--- config.mk ---
export PLATFORM = sky130hd
export DESIGN_NAME = casc_irq_ack
export DESIGN_NICKNAME = d
export VERILOG_FILES = /design/src/rtl/casc_irq_pkg.sv /design/src/rtl/irq_prio_pick.sv /design/src/rtl/irq_stage.sv /design/src/rtl/casc_irq_ack.sv
export SDC_FILE = /design/constraint.sdc
export NUM_CORES = 1
export LEC_CHECK = 0
export BUFFER_PORTS_ARGS = -buffer_cell sky130_fd_sc_hd__buf_4
export CAP_MARGIN = 20
export CORE_AREA = 4 4 90 92
export DETAILED_ROUTE_END_ITERATION = 8
export DIE_AREA = 0 0 94 96
export PLACE_DENSITY_LB_ADDON = 0.12
export SLEW_MARGIN = 20
export SYNTH_ARGS = -nofsm -noshare
export SYNTH_HDL_FRONTEND = slang
export SYNTH_SLANG_ARGS = --single-unit
--- constraint.sdc ---
create_clock -name clk -period 4.1 [get_ports clk]
set_clock_uncertainty 0.05 [all_clocks]
set_input_delay 0.205 -clock clk [delete_from_list [all_inputs] [get_ports clk]]
set_output_delay 0.205 -clock clk [all_outputs]
set_load 0.05 [all_outputs]
--- src/rtl/casc_irq_pkg.sv ---
package casc_irq_pkg;

    // Which stage a trigger-mode register write targets.
    typedef enum logic {
        SEL_PRIMARY   = 1'b0,
        SEL_SECONDARY = 1'b1
    } stage_sel_e;

endpackage

--- src/rtl/irq_prio_pick.sv ---
// Fixed-priority picker: the lowest set position wins.
module irq_prio_pick #(
    parameter int unsigned LINES = 8,
    localparam int unsigned IDX_W = $clog2(LINES)
) (
    input  logic [LINES-1:0] pend_i,
    output logic             any_o,
    output logic [IDX_W-1:0] idx_o,
    output logic [LINES-1:0] grant_o
);

    logic [LINES-1:0] lower_any;

    assign lower_any[0] = 1'b0;
    for (genvar g = 1; g < LINES; g++) begin : g_chain
        assign lower_any[g] = lower_any[g-1] | pend_i[g-1];
    end

    assign grant_o = pend_i & ~lower_any;
    assign any_o   = |pend_i;

    always_comb begin
        idx_o = '0;
        for (int i = 0; i < LINES; i++) begin
            if (grant_o[i]) idx_o = idx_o | IDX_W'(i);
        end
    end

endmodule

--- src/rtl/irq_stage.sv ---
// One controller stage: pending bits, previous input levels and the
// trigger-mode register. casc_i forces a rising edge on CASC_PIN.
module irq_stage #(
    parameter int unsigned      LINES    = 8,
    parameter logic [LINES-1:0] CTL_MASK = '1,
    parameter int unsigned      CASC_PIN = 2
) (
    input  logic             clk,
    input  logic             rst_n,
    input  logic [LINES-1:0] lines_i,
    input  logic             ctl_we_i,
    input  logic [LINES-1:0] ctl_wdata_i,
    input  logic [LINES-1:0] clr_i,
    input  logic             casc_i,
    output logic [LINES-1:0] pend_o,
    output logic [LINES-1:0] pend_next_o,
    output logic [LINES-1:0] ctl_o
);

    typedef struct packed {
        logic [LINES-1:0] pend;
        logic [LINES-1:0] last;
        logic [LINES-1:0] ctl;
    } stage_t;

    stage_t st_d, st_q;

    always_comb begin
        st_d = st_q;
        for (int i = 0; i < LINES; i++) begin
            logic casc_hit;
            casc_hit = (i == int'(CASC_PIN)) && casc_i;
            if (st_q.ctl[i]) begin
                st_d.pend[i] = lines_i[i] | casc_hit;
            end else begin
                st_d.pend[i] = (st_q.pend[i] & ~clr_i[i])
                             | (lines_i[i] & ~st_q.last[i])
                             | casc_hit;
            end
        end
        st_d.last = lines_i;
        if (ctl_we_i) st_d.ctl = ctl_wdata_i & CTL_MASK;
    end

    always_ff @(posedge clk or negedge rst_n) begin
        if (!rst_n) st_q <= '0;
        else        st_q <= st_d;
    end

    assign pend_o      = st_q.pend;
    assign pend_next_o = st_d.pend;
    assign ctl_o       = st_q.ctl;

endmodule

--- src/rtl/casc_irq_ack.sv ---
module casc_irq_ack
    import casc_irq_pkg::*;
#(
    parameter int unsigned      LINES         = 8,
    parameter int unsigned      VEC_W         = 8,
    parameter logic [LINES-1:0] PRI_CTL_MASK  = 8'hF8,
    parameter logic [LINES-1:0] SEC_CTL_MASK  = 8'hDE,
    parameter int unsigned      CASC_PIN      = 2,
    parameter int unsigned      FALLBACK_PIN  = 7,
    localparam int unsigned     IDX_W         = $clog2(LINES),
    localparam int unsigned     LINE_W        = IDX_W + 1
) (
    input  logic               clk,
    input  logic               rst_n,
    input  logic [2*LINES-1:0] req_i,
    input  logic               ctl_we_i,
    input  logic               ctl_sel_i,
    input  logic [LINES-1:0]   ctl_wdata_i,
    output logic [LINES-1:0]   ctl_master_o,
    output logic [LINES-1:0]   ctl_slave_o,
    input  logic [VEC_W-1:0]   master_base_i,
    input  logic [VEC_W-1:0]   slave_base_i,
    input  logic               ack_i,
    output logic               ack_valid_o,
    output logic [VEC_W-1:0]   ack_vector_o,
    output logic [LINE_W-1:0]  ack_line_o,
    output logic               int_o
);

    typedef struct packed {
        logic              valid;
        logic [VEC_W-1:0]  vec;
        logic [LINE_W-1:0] line;
    } ack_t;

    stage_sel_e       sel;
    logic [LINES-1:0] p_pend, p_next, p_clr, p_grant;
    logic [LINES-1:0] s_pend, s_next, s_clr, s_grant;
    logic             p_any, s_any;
    logic [IDX_W-1:0] p_idx, s_idx;
    ack_t             ack_d, ack_q;

    assign sel = stage_sel_e'(ctl_sel_i);

    irq_stage #(
        .LINES(LINES), .CTL_MASK(SEC_CTL_MASK), .CASC_PIN(CASC_PIN)
    ) u_sec (
        .clk(clk), .rst_n(rst_n),
        .lines_i(req_i[2*LINES-1:LINES]),
        .ctl_we_i(ctl_we_i && sel == SEL_SECONDARY),
        .ctl_wdata_i(ctl_wdata_i),
        .clr_i(s_clr), .casc_i(1'b0),
        .pend_o(s_pend), .pend_next_o(s_next), .ctl_o(ctl_slave_o)
    );

    irq_stage #(
        .LINES(LINES), .CTL_MASK(PRI_CTL_MASK), .CASC_PIN(CASC_PIN)
    ) u_pri (
        .clk(clk), .rst_n(rst_n),
        .lines_i(req_i[LINES-1:0]),
        .ctl_we_i(ctl_we_i && sel == SEL_PRIMARY),
        .ctl_wdata_i(ctl_wdata_i),
        .clr_i(p_clr), .casc_i(|s_next),
        .pend_o(p_pend), .pend_next_o(p_next), .ctl_o(ctl_master_o)
    );

    irq_prio_pick #(.LINES(LINES)) u_pick_pri (
        .pend_i(p_pend), .any_o(p_any), .idx_o(p_idx), .grant_o(p_grant)
    );

    irq_prio_pick #(.LINES(LINES)) u_pick_sec (
        .pend_i(s_pend), .any_o(s_any), .idx_o(s_idx), .grant_o(s_grant)
    );

    // Acknowledge resolution: primary first, secondary behind CASC_PIN.
    always_comb begin
        ack_d       = ack_q;
        ack_d.valid = ack_i;
        p_clr       = '0;
        s_clr       = '0;
        if (ack_i) begin
            if (!p_any) begin
                ack_d.vec  = master_base_i + VEC_W'(FALLBACK_PIN);
                ack_d.line = LINE_W'(FALLBACK_PIN);
            end else begin
                p_clr = p_grant;
                if (p_idx == IDX_W'(CASC_PIN)) begin
                    if (s_any) begin
                        s_clr      = s_grant;
                        ack_d.vec  = slave_base_i + VEC_W'(s_idx);
                        ack_d.line = {1'b1, s_idx};
                    end else begin
                        ack_d.vec  = slave_base_i + VEC_W'(FALLBACK_PIN);
                        ack_d.line = {1'b1, IDX_W'(FALLBACK_PIN)};
                    end
                end else begin
                    ack_d.vec  = master_base_i + VEC_W'(p_idx);
                    ack_d.line = {1'b0, p_idx};
                end
            end
        end
    end

    always_ff @(posedge clk or negedge rst_n) begin
        if (!rst_n) ack_q <= '0;
        else        ack_q <= ack_d;
    end

    assign ack_valid_o  = ack_q.valid;
    assign ack_vector_o = ack_q.vec;
    assign ack_line_o   = ack_q.line;
    assign int_o        = |p_pend;

    // p_next is exposed by the stage for symmetry; fold it into nothing else.
    logic unused_p_next;
    assign unused_p_next = ^p_next;

endmodule

==> Word level (Yosys, flattened, before mapping) <==
Index checks and enable logic that the tools add are counted.
{ "word_totals": {"word_cells": 151, "output_inout_bits": 30, "ff_bits": 56} }
{ "op_classes": {"n_eq_ne": 1, "muxes": 34, "n_reduce_logical": 5, "bitwise": 98, "addsub": 4} }
{ "op_table": {"columns": ["operator", "n"], "rows": [
  ["$mux W8", 6],
  ["$mux W12", 3],
  ["$not A1 Y1", 33],
  ["$and A1 B1 Y1", 32],
  ["$or A1 B1 Y1", 29],
  ["$mux W3", 8],
  ["$reduce_or A8 Y1", 3],
  ["$add A8 B3 Y8", 2],
  ["$add A8 B3 Y8 const B", 2],
  ["$and A8 B8 Y8", 2],
  ["$not A8 Y8", 2],
  ["$mux W1", 13],
  ["$mux W2", 4],
  ["$eq A3 B2 Y1 const B", 1],
  ["$logic_and A1 B1 Y1", 2]
]} }

==> Longest topological paths before layout <==
Gate-level depths: netlist of run 1.
{ "depth": {"word_depth": 25, "depth_mapped": 12} }

==> Hierarchy <==
From an unflattened synthesis of run 1, not the netlist that was laid out.
{ "unflattened": {"cells_unflattened": 336, "area_unflattened_um2": 3362.0} }
{ "modules_own_cells": {"columns": ["mod", "n_inst", "cells_per_inst", "area_per_inst_um2", "seq_area_each_um2"], "rows": [
  ["casc_irq_ack", 1, 155, 1290.0, 325.3],
  ["irq_stage at u_sec", 1, 70, 927.1, 550.5],
  ["irq_stage at u_pri", 1, 67, 844.6, 525.5],
  ["irq_prio_pick", 2, 22, 150.1, 0.0]
]} }

==> Worst setup path before layout of run 1 <==
No wires, ideal clock.
{ "synth_path": {"path_kind": "reg2reg", "start": "register u_pri.st_q (netlist bit u_pri.pend_o[2])", "end": "register ack_q (netlist bit ack_vector_o[6])", "synth_period_minus_slack_ns": 2.523, "stages_incl_launch_ff": 11, "path_slack_ns": 1.577, "arrival_ns": 2.377, "setup_ns": 0.095, "path_buffers": 0, "cell_sequence": "dfrtp_1 -> nor4_4 -> a31o_2 -> ha_1 -> inv_1 -> fa_1 -> nor2b_1 -> o2111ai_1 -> xnor2_1 -> mux2i_1 -> o31ai_1"} }
{ "synth_between": {"elab_chain_cells": 11, "elab_cells_between_ends": 18, "cone_classes": "add/sub (1); eq/ne (1); mux (8); bitwise (7); reduce/logical (1)"} }
{ "synth_rtl": {"columns": ["element", "line", "text"], "rows": [
  ["start: declaration", "irq_stage.sv:26", "stage_t st_d, st_q;"],
  ["start signal: assignment", "irq_stage.sv:47", "else st_q <= st_d;"],
  ["$or A1 B1 Y1", "irq_prio_pick.sv:16", "assign lower_any[g] = lower_any[g-1] | pend_i[g-1];"],
  ["$not A8 Y8 / $or A1 B1 Y1 (equally long branches)", "irq_prio_pick.sv:19, irq_prio_pick.sv:16", null],
  ["$and A8 B8 Y8 (tied with other cells)", "irq_prio_pick.sv:19", "assign grant_o = pend_i & ~lower_any;"],
  ["$mux W2 (tied with other cells)", "irq_prio_pick.sv:25", "if (grant_o[i]) idx_o = idx_o | IDX_W'(i);"],
  ["$mux W3 (tied with other cells) (2 in a row)", "irq_prio_pick.sv:25", null],
  ["$mux W3 / $and A8 B8 Y8 (equally long branches)", "irq_prio_pick.sv:25, irq_prio_pick.sv:19", null],
  ["$mux W3", "irq_prio_pick.sv:25", null],
  ["$add A8 B3 Y8 / $eq A3 B2 Y1 (equally long branches)", "casc_irq_ack.sv:97, casc_irq_ack.sv:87", null],
  ["$mux W12", "casc_irq_ack.sv:87", "if (p_idx == IDX_W'(CASC_PIN)) begin"],
  ["$mux W12 (*)", "casc_irq_ack.sv:82", "if (!p_any) begin"],
  ["end signal: assignment", "casc_irq_ack.sv:106", "else ack_q <= ack_d;"],
  ["end: declaration", "casc_irq_ack.sv:41", "ack_t ack_d, ack_q;"]
]} }
Mark *: on every way between the ends. The rest lies on a longest branch, timed or not.
A chain may end at the register's enable or synchronous reset.

==> Worst setup path after layout of run 1 <==
Ends and elaborated chain as after synthesis.

==> summary.md, run 1 <==
| Metric | Value |
|---|---|
| Post-synthesis sequential area ratio | 0.458 |
| Tot Pwr | between 1000 and 1500 uW |
| Final setup viols | 0 |
| Max IR drop VDD | 222 uV |
| Critical path class | reg -> reg |
| Final Critical Period | ~2900 ps |
| Synthesized area per cell | between 9 and 10 sq um |
| Initial antenna violation count | 0 |
| Leakage power | around 0.0017 uW |
| Yosys Warn Count | 0 |
| Crit start category | flip-flop |
| Area added between synthesis and finish | 24.3% |
| Dominant cells by area after synthesis | dfrtp_1 (46%), mux2_2 (4.8%), buf_4 (4.2%) |
| Area leader, netlist | dfrtp_1 |
| Io pins | between 70 and 80 |
| RePlAce Congestion | about 0.86 |
| Placed Area | approximately 0.0035 sq mm |
| # rows | 31 |
| Htree depth | 2 |
| Max Root-Sink Buffers | 2 |
| Post-layout util | 0.527 |
| Cell variety after synth | 53 |
| Die area | 0.00902 sq mm |
| CP max stage delay | ~560 ps |
| Cell Chain, Critical Path | nor4_4 > a31o_2 > ha_1 > inv_1 > fa_1 > nor2b_1 > o2111ai_1 > xnor2_1 > mux2i_1 > o31ai_1 |
| Number of DRC violations after detailed routing | 0 |
| Final hold vios | 0 |
| Max-slew violation count | 0 |
| Post-synth ARST share | 1.00 |
| CP top delay family | simple AND/OR/NAND/NOR gates |
| First-pass GRT wire length | about 12000 um |
| 1st-pass router iterations | 4 |
| Die span in x | between 90 and 100 um |
| Most frequent cells in the layout | buf_4 (69), dfrtp_1 (56), inv_1 (24) |
| Die Ht | between 90 and 100 um |
| Total of max-cap violations | 0 |
| Clock slew at reported path FFs | 110 ps |
| Ys flop type | dfrtp_1 |
| Commonest non-fill, non-tap cell in the layout | buf_4 |
| Unrepaired setup endpoints after global routing | false |
| Post-synth top area share | 0.458 |
| Nets@finish | about 430 |
| Max frequency | between 300 and 400 MHz |
| CTS tree | done |
| Fin area | 0.00380 sq mm |
| Antenna Nets Post-Route | 0 |
| Drt via density | between 5 and 6 |
| Initial drt markers | about 140 |
| Post-synth EDFFs | 0 |
| Clock root buffer | clkbuf_8 |
| Synthesized netlist cell count | slightly above 300 |
| DPL Wire Length | 5310 um |
| Min-delay src | ctl_wdata_i[5] |
| Outcome | complete, no violations |
| Core ar. | 0.00721 sq mm |
| Worst slew pin tran | between 600 and 700 ps |
| DR vias | between 2000 and 2500 |
| Setup TNS | 0 ps |
| Clock Latency Late Sink | ~310 ps |
| Tightest Hold Check Type | in -> reg |
| Largest net degree at the start of global routing | 57 |
| GRT Total Usage | 0.166 |
| Routed wire length | 7200 um |
| Fillcell total | between 600 and 700 |
| Final worst-path cycle share | 0.702 |
| Avg WL per Cell | between 15 and 20 um |
| I/O Buffers | ~70 |
| Buffers & Inverters on Critical Path | 1 |
| CTS Sinks | between 50 and 60 |
| Starting Density | 0.424 |
| Reg2reg start | u_pri.pend_o[2] |
| Inserted Clock Buffers | 5 |
| Critical Path Start | u_pri.pend_o[2] |
| Slowest CP cell | nor4_4 |
| Post-CTS sizing | 0 |
| Share of cells above drive strength 1 | 0.258 |
| Antenna diode count | 0 |
| Synthesized area | just over 0.003 sq mm |
| Global route overflow | 0 |
| Vias in the first global route | roughly 2400 |
| CP Capture Type | flip-flop |
| CP Max Fanout | 9 |
| Yosys reg bits | 56 |
| Cell Pwr Density | approximately 390 mW/mm^2 |
| Slew HR | 0.537 |
| Data required, critical path | about 4300 ps |
| Critical path arrival | between 3000 and 4000 ps |
==> sequential cells by signal, summed over array words and instances (netlist names) <==
| signal | count |
|---|---|
| ack_line_o | 4 |
| u_sec.pend_o | 8 |
| u_pri.ctl_o | 5 |
| u_pri.st_q | 8 |
| ack_vector_o | 8 |
| u_pri.pend_o | 8 |
| u_sec.st_q | 8 |
| u_sec.ctl_o | 6 |
| ack_valid_o | 1 |
==> logic make-up (layout without fill, tap and decap cells) <==
group	count (synthesis)	in the layout	synth area share
and+or+nand+nor	89	89	0.164
AOI/OAI and AO/OA	74	74	0.154
DFF	56	56	0.458
buffers and inverters	49	119	0.0896
muxes	15	15	0.0544
xor gates and xnor gates	13	13	0.0372
adders and majority gates	9	9	0.0417
other	1	5	0.00123
==> per-layer routing <==
layer  vias to the layer above  GRT usage  wire length, um
li1                       1194          -                -
met1                      1181      0.215             3240
met2                        68      0.283             3470
met3                         9     0.0250              331
met4                         0     0.0614              155
met5                         -          0                0
==> power breakdown <==
group          internal [uW]  total, uW  switching, uW
sequential               619        687           67.4
combinational            180        465            285
clock                    138        316            178
total                    937       1470            531
==> Yosys cell counts, types with 4 or more instances <==
master     n
a21o_1     4
a21oi_1   12
a31oi_1    5
buf_4     17
dfrtp_1   56
ha_1       7
inv_1     24
mux2_2    13
nand2_1   19
nand2b_1   7
nand3_1    8
nand4_1    4
nor2_1    18
nor2b_1   13
nor3_1     5
o21ai_0   23
xnor2_1    8
xor2_1     5
==> what timing repair did <==
action                                 in CTS  in global routing
hold buffers                               17                  0
buffers inserted                            0                  0
endpoints found under the hold margin      72                  0
==> worst paths after layout <==
kind                              endpoint  slack, ps  cells past startpoint
min in group asynchronous      ack_valid_o        410                      2
max                        ack_vector_o[6]       1220                     10
max in group asynchronous  u_pri.pend_o[0]       3100                      2
min                         u_pri.ctl_o[5]         70                      2
max reg2reg                ack_vector_o[6]       1220                     10
min reg2reg                u_pri.pend_o[1]        380                      1
==> final cells by class <==
class / instances / area (sq um) / area share
multi-input combinational: 205 / 1400 / 0.368
timing repair buffer: 86 / 688 / 0.181
clock buffer: 7 / 86.3 / 0.0227
clock inverter: 1 / 7.51 / 0.00197
inverter: 25 / 96.3 / 0.0253
sequential: 56 / 1400 / 0.369
tap: 99 / 124 / 0.0326
==> through the flow <==
step	hold WS [ps]	setup WS, ps	cells
finish	72.6	1220	479
global route	67.3	914	479
CTS	67.7	1210	479
detailed placement	258	1220	454
global placement	262	1300	454
floorplan	-141	1580	310
(Power assumes the default switching activity.)
==> run 2: changes to the inputs <==
==> constraint.sdc (replaced) <==
create_clock -name clk -period 2.8 [get_ports clk]
set_clock_uncertainty 0.05 [all_clocks]
set_input_delay 0.14 -clock clk [delete_from_list [all_inputs] [get_ports clk]]
set_output_delay 0.14 -clock clk [all_outputs]
set_load 0.05 [all_outputs]
==> summary.md, run 2 (synthesis gave the netlist of run 1 again) <==
| Metric | Value |
|---|---|
| Critical path arrival | 2810 ps (-240 ps) |
| Die span in x | 94 um (unchanged) |
| Antenna Nets Post-Route | 0 (unchanged) |
| CP Max Fanout | 6 (-3) |
| 1st-pass router iterations | 4 (unchanged) |
| CP Capture Type | flip-flop |
| Most frequent cells in the layout | buf_4 (72), dfrtp_1 (56), inv_1 (24) |
| Critical path class | reg -> reg |
| Clock Latency Late Sink | 300 ps (about the same) |
| Area added between synthesis and finish | 26.3% |
| Placed Area | 0.00356 sq mm (+0.64%) |
| DR vias | 2430 (-0.90%) |
| I/O Buffers | 68 (unchanged) |
| Final hold vios | 0 (unchanged) |
| Outcome | complete, no violations |
| Initial antenna violation count | 0 (unchanged) |
| Avg WL per Cell | 15.0 um (+0.17%) |
| Core ar. | 0.00721 sq mm (unchanged) |
| Final setup viols | 0 (unchanged) |
| Max Root-Sink Buffers | 2 (unchanged) |
| Initial drt markers | 94 (-34%) |
| Global route overflow | 0 (unchanged) |
| Max-slew violation count | 0 (unchanged) |
| Routed wire length | 7240 um (+0.58%) |
| Clock root buffer | clkbuf_8 |
| Die area | 0.00902 sq mm (unchanged) |
| Worst slew pin tran | 716 ps (+22.1 ps) |
| CTS Sinks | 56 (unchanged) |
| Max frequency | 378 MHz (+8.8%) |
| Crit start category | flip-flop |
| Final Critical Period | 2640 ps (-233 ps) |
| Final worst-path cycle share | 0.944 (+0.243) |
| First-pass GRT wire length | 11700 um (about the same) |
| Fillcell total | 663 (-4.9%) |
| # rows | 31 (unchanged) |
| RePlAce Congestion | 0.851 (-1.2%) |
| Largest net degree at the start of global routing | 57 (unchanged) |
| Htree depth | 2 (unchanged) |
| CTS tree | done |
| Cell Pwr Density | 595 mW/mm^2 (+54%) |
| Vias in the first global route | 2349 (-4.0%) |
| Data required, critical path | 2960 ps (-1310 ps) |
| Commonest non-fill, non-tap cell in the layout | buf_4 |
| Placed Cells | 457 (+0.66%) |
| Die Ht | 96 um (unchanged) |
| Number of DRC violations after detailed routing | 0 (unchanged) |
| Inserted Clock Buffers | 5 (unchanged) |
| Total of max-cap violations | 0 (unchanged) |
| Tightest Hold Check Type | in -> reg |
| Fin area | 0.00386 sq mm (+1.6%) |
| Max IR drop VDD | 281 uV (+27%) |
| Setup WS post-layout | 155 ps (-1070 ps) |
| DPL Wire Length | 5360 um (+0.96%) |
| Nets@finish | 436 (+0.69%) |
| Post-CTS setup buffers | 0 (unchanged) |
| Post-route insts no fill | 481 (+0.42%) |
| GRT Total Usage | 0.165 (-0.00125) |
| Antenna diode count | 0 (unchanged) |
| Drt via density | 5.05 (-1.3%) |
| Slew HR | 0.522 (-0.0147) |
| Leakage power | 0.00174 uW (+2.1%) |
| Place WS | 168 ps (-1060 ps) |
| Io pins | 75 (unchanged) |
| Share of cells above drive strength 1 | 0.267 (+0.00912) |
| Starting Density | 0.424 (unchanged) |
| Clock slew at reported path FFs | 100 ps (about the same) |
## run 2: area by class of cell
| type | count | area, sq um | area share |
|---|---|---|---|
| repair buffers | 89 | 711 | 0.184 |
| inverters | 25 | 96.3 | 0.0249 |
| clock inverters | 2 | 60.1 | 0.0155 |
| well taps | 99 | 124 | 0.0320 |
| multi-input cells | 205 | 1400 | 0.363 |
| clock buffers | 5 | 68.8 | 0.0178 |
| flip-flops and latches | 56 | 1400 | 0.363 |
## run 2: stage by stage
step	total power [uW]	util	setup TNS, ps	hold WS, ps
floorplan	1490	-	0	-206
global placement	1680	0.494	0	195
detailed placement	1690	0.494	0	192
CTS	2320	0.535	0	7.10
global route	2430	0.536	-2.72	5.87
finish	2300	0.536	0	12.9
## run 2: where the power goes
part	internal [uW]	switching, uW	leakage [uW]
logic	265	417	0.00103
registers	907	98.1	0.000646
clock network	352	260	0.0000642
## run 2: critical path, cell delays in order (launching register included)
cell	delay, ps
dfrtp_1	450
nor3_1	360
a31o_2	220
ha_1	160
inv_1	60
fa_1	400
nor2b_1	230
o2111ai_1	170
xnor2_1	170
mux2i_1	90
o31ai_1	190
## run 2: routing by layer
layer | track usage | share of wire | up-vias
met5 | 0 | 0 | -
met4 | 0.0397 | 0.0061 | 0
met3 | 0.0313 | 0.058 | 2
met2 | 0.283 | 0.49 | 67
met1 | 0.216 | 0.45 | 1161
li1 | - | - | 1200
## run 2: repair_timing
action,CTS,global route
setup endpoints to repair,0,1
hold endpoints to repair,72,0
hold buffers,17,0
gates resized for setup,0,1
## run 2: path summary, 6_finish.rpt
path                                 start              end  slack, ps  depth (start not counted)
max                        u_pri.pend_o[4]  ack_vector_o[6]        160                         10
min                         ctl_wdata_i[5]   u_pri.ctl_o[5]         10                          2
max reg2reg                u_pri.pend_o[4]  ack_vector_o[6]        160                         10
min reg2reg                  u_pri.st_q[8]  u_pri.pend_o[0]        380                          1
max in group asynchronous            rst_n  ack_vector_o[2]       1850                          2
min in group asynchronous            rst_n      ack_valid_o        370                          2
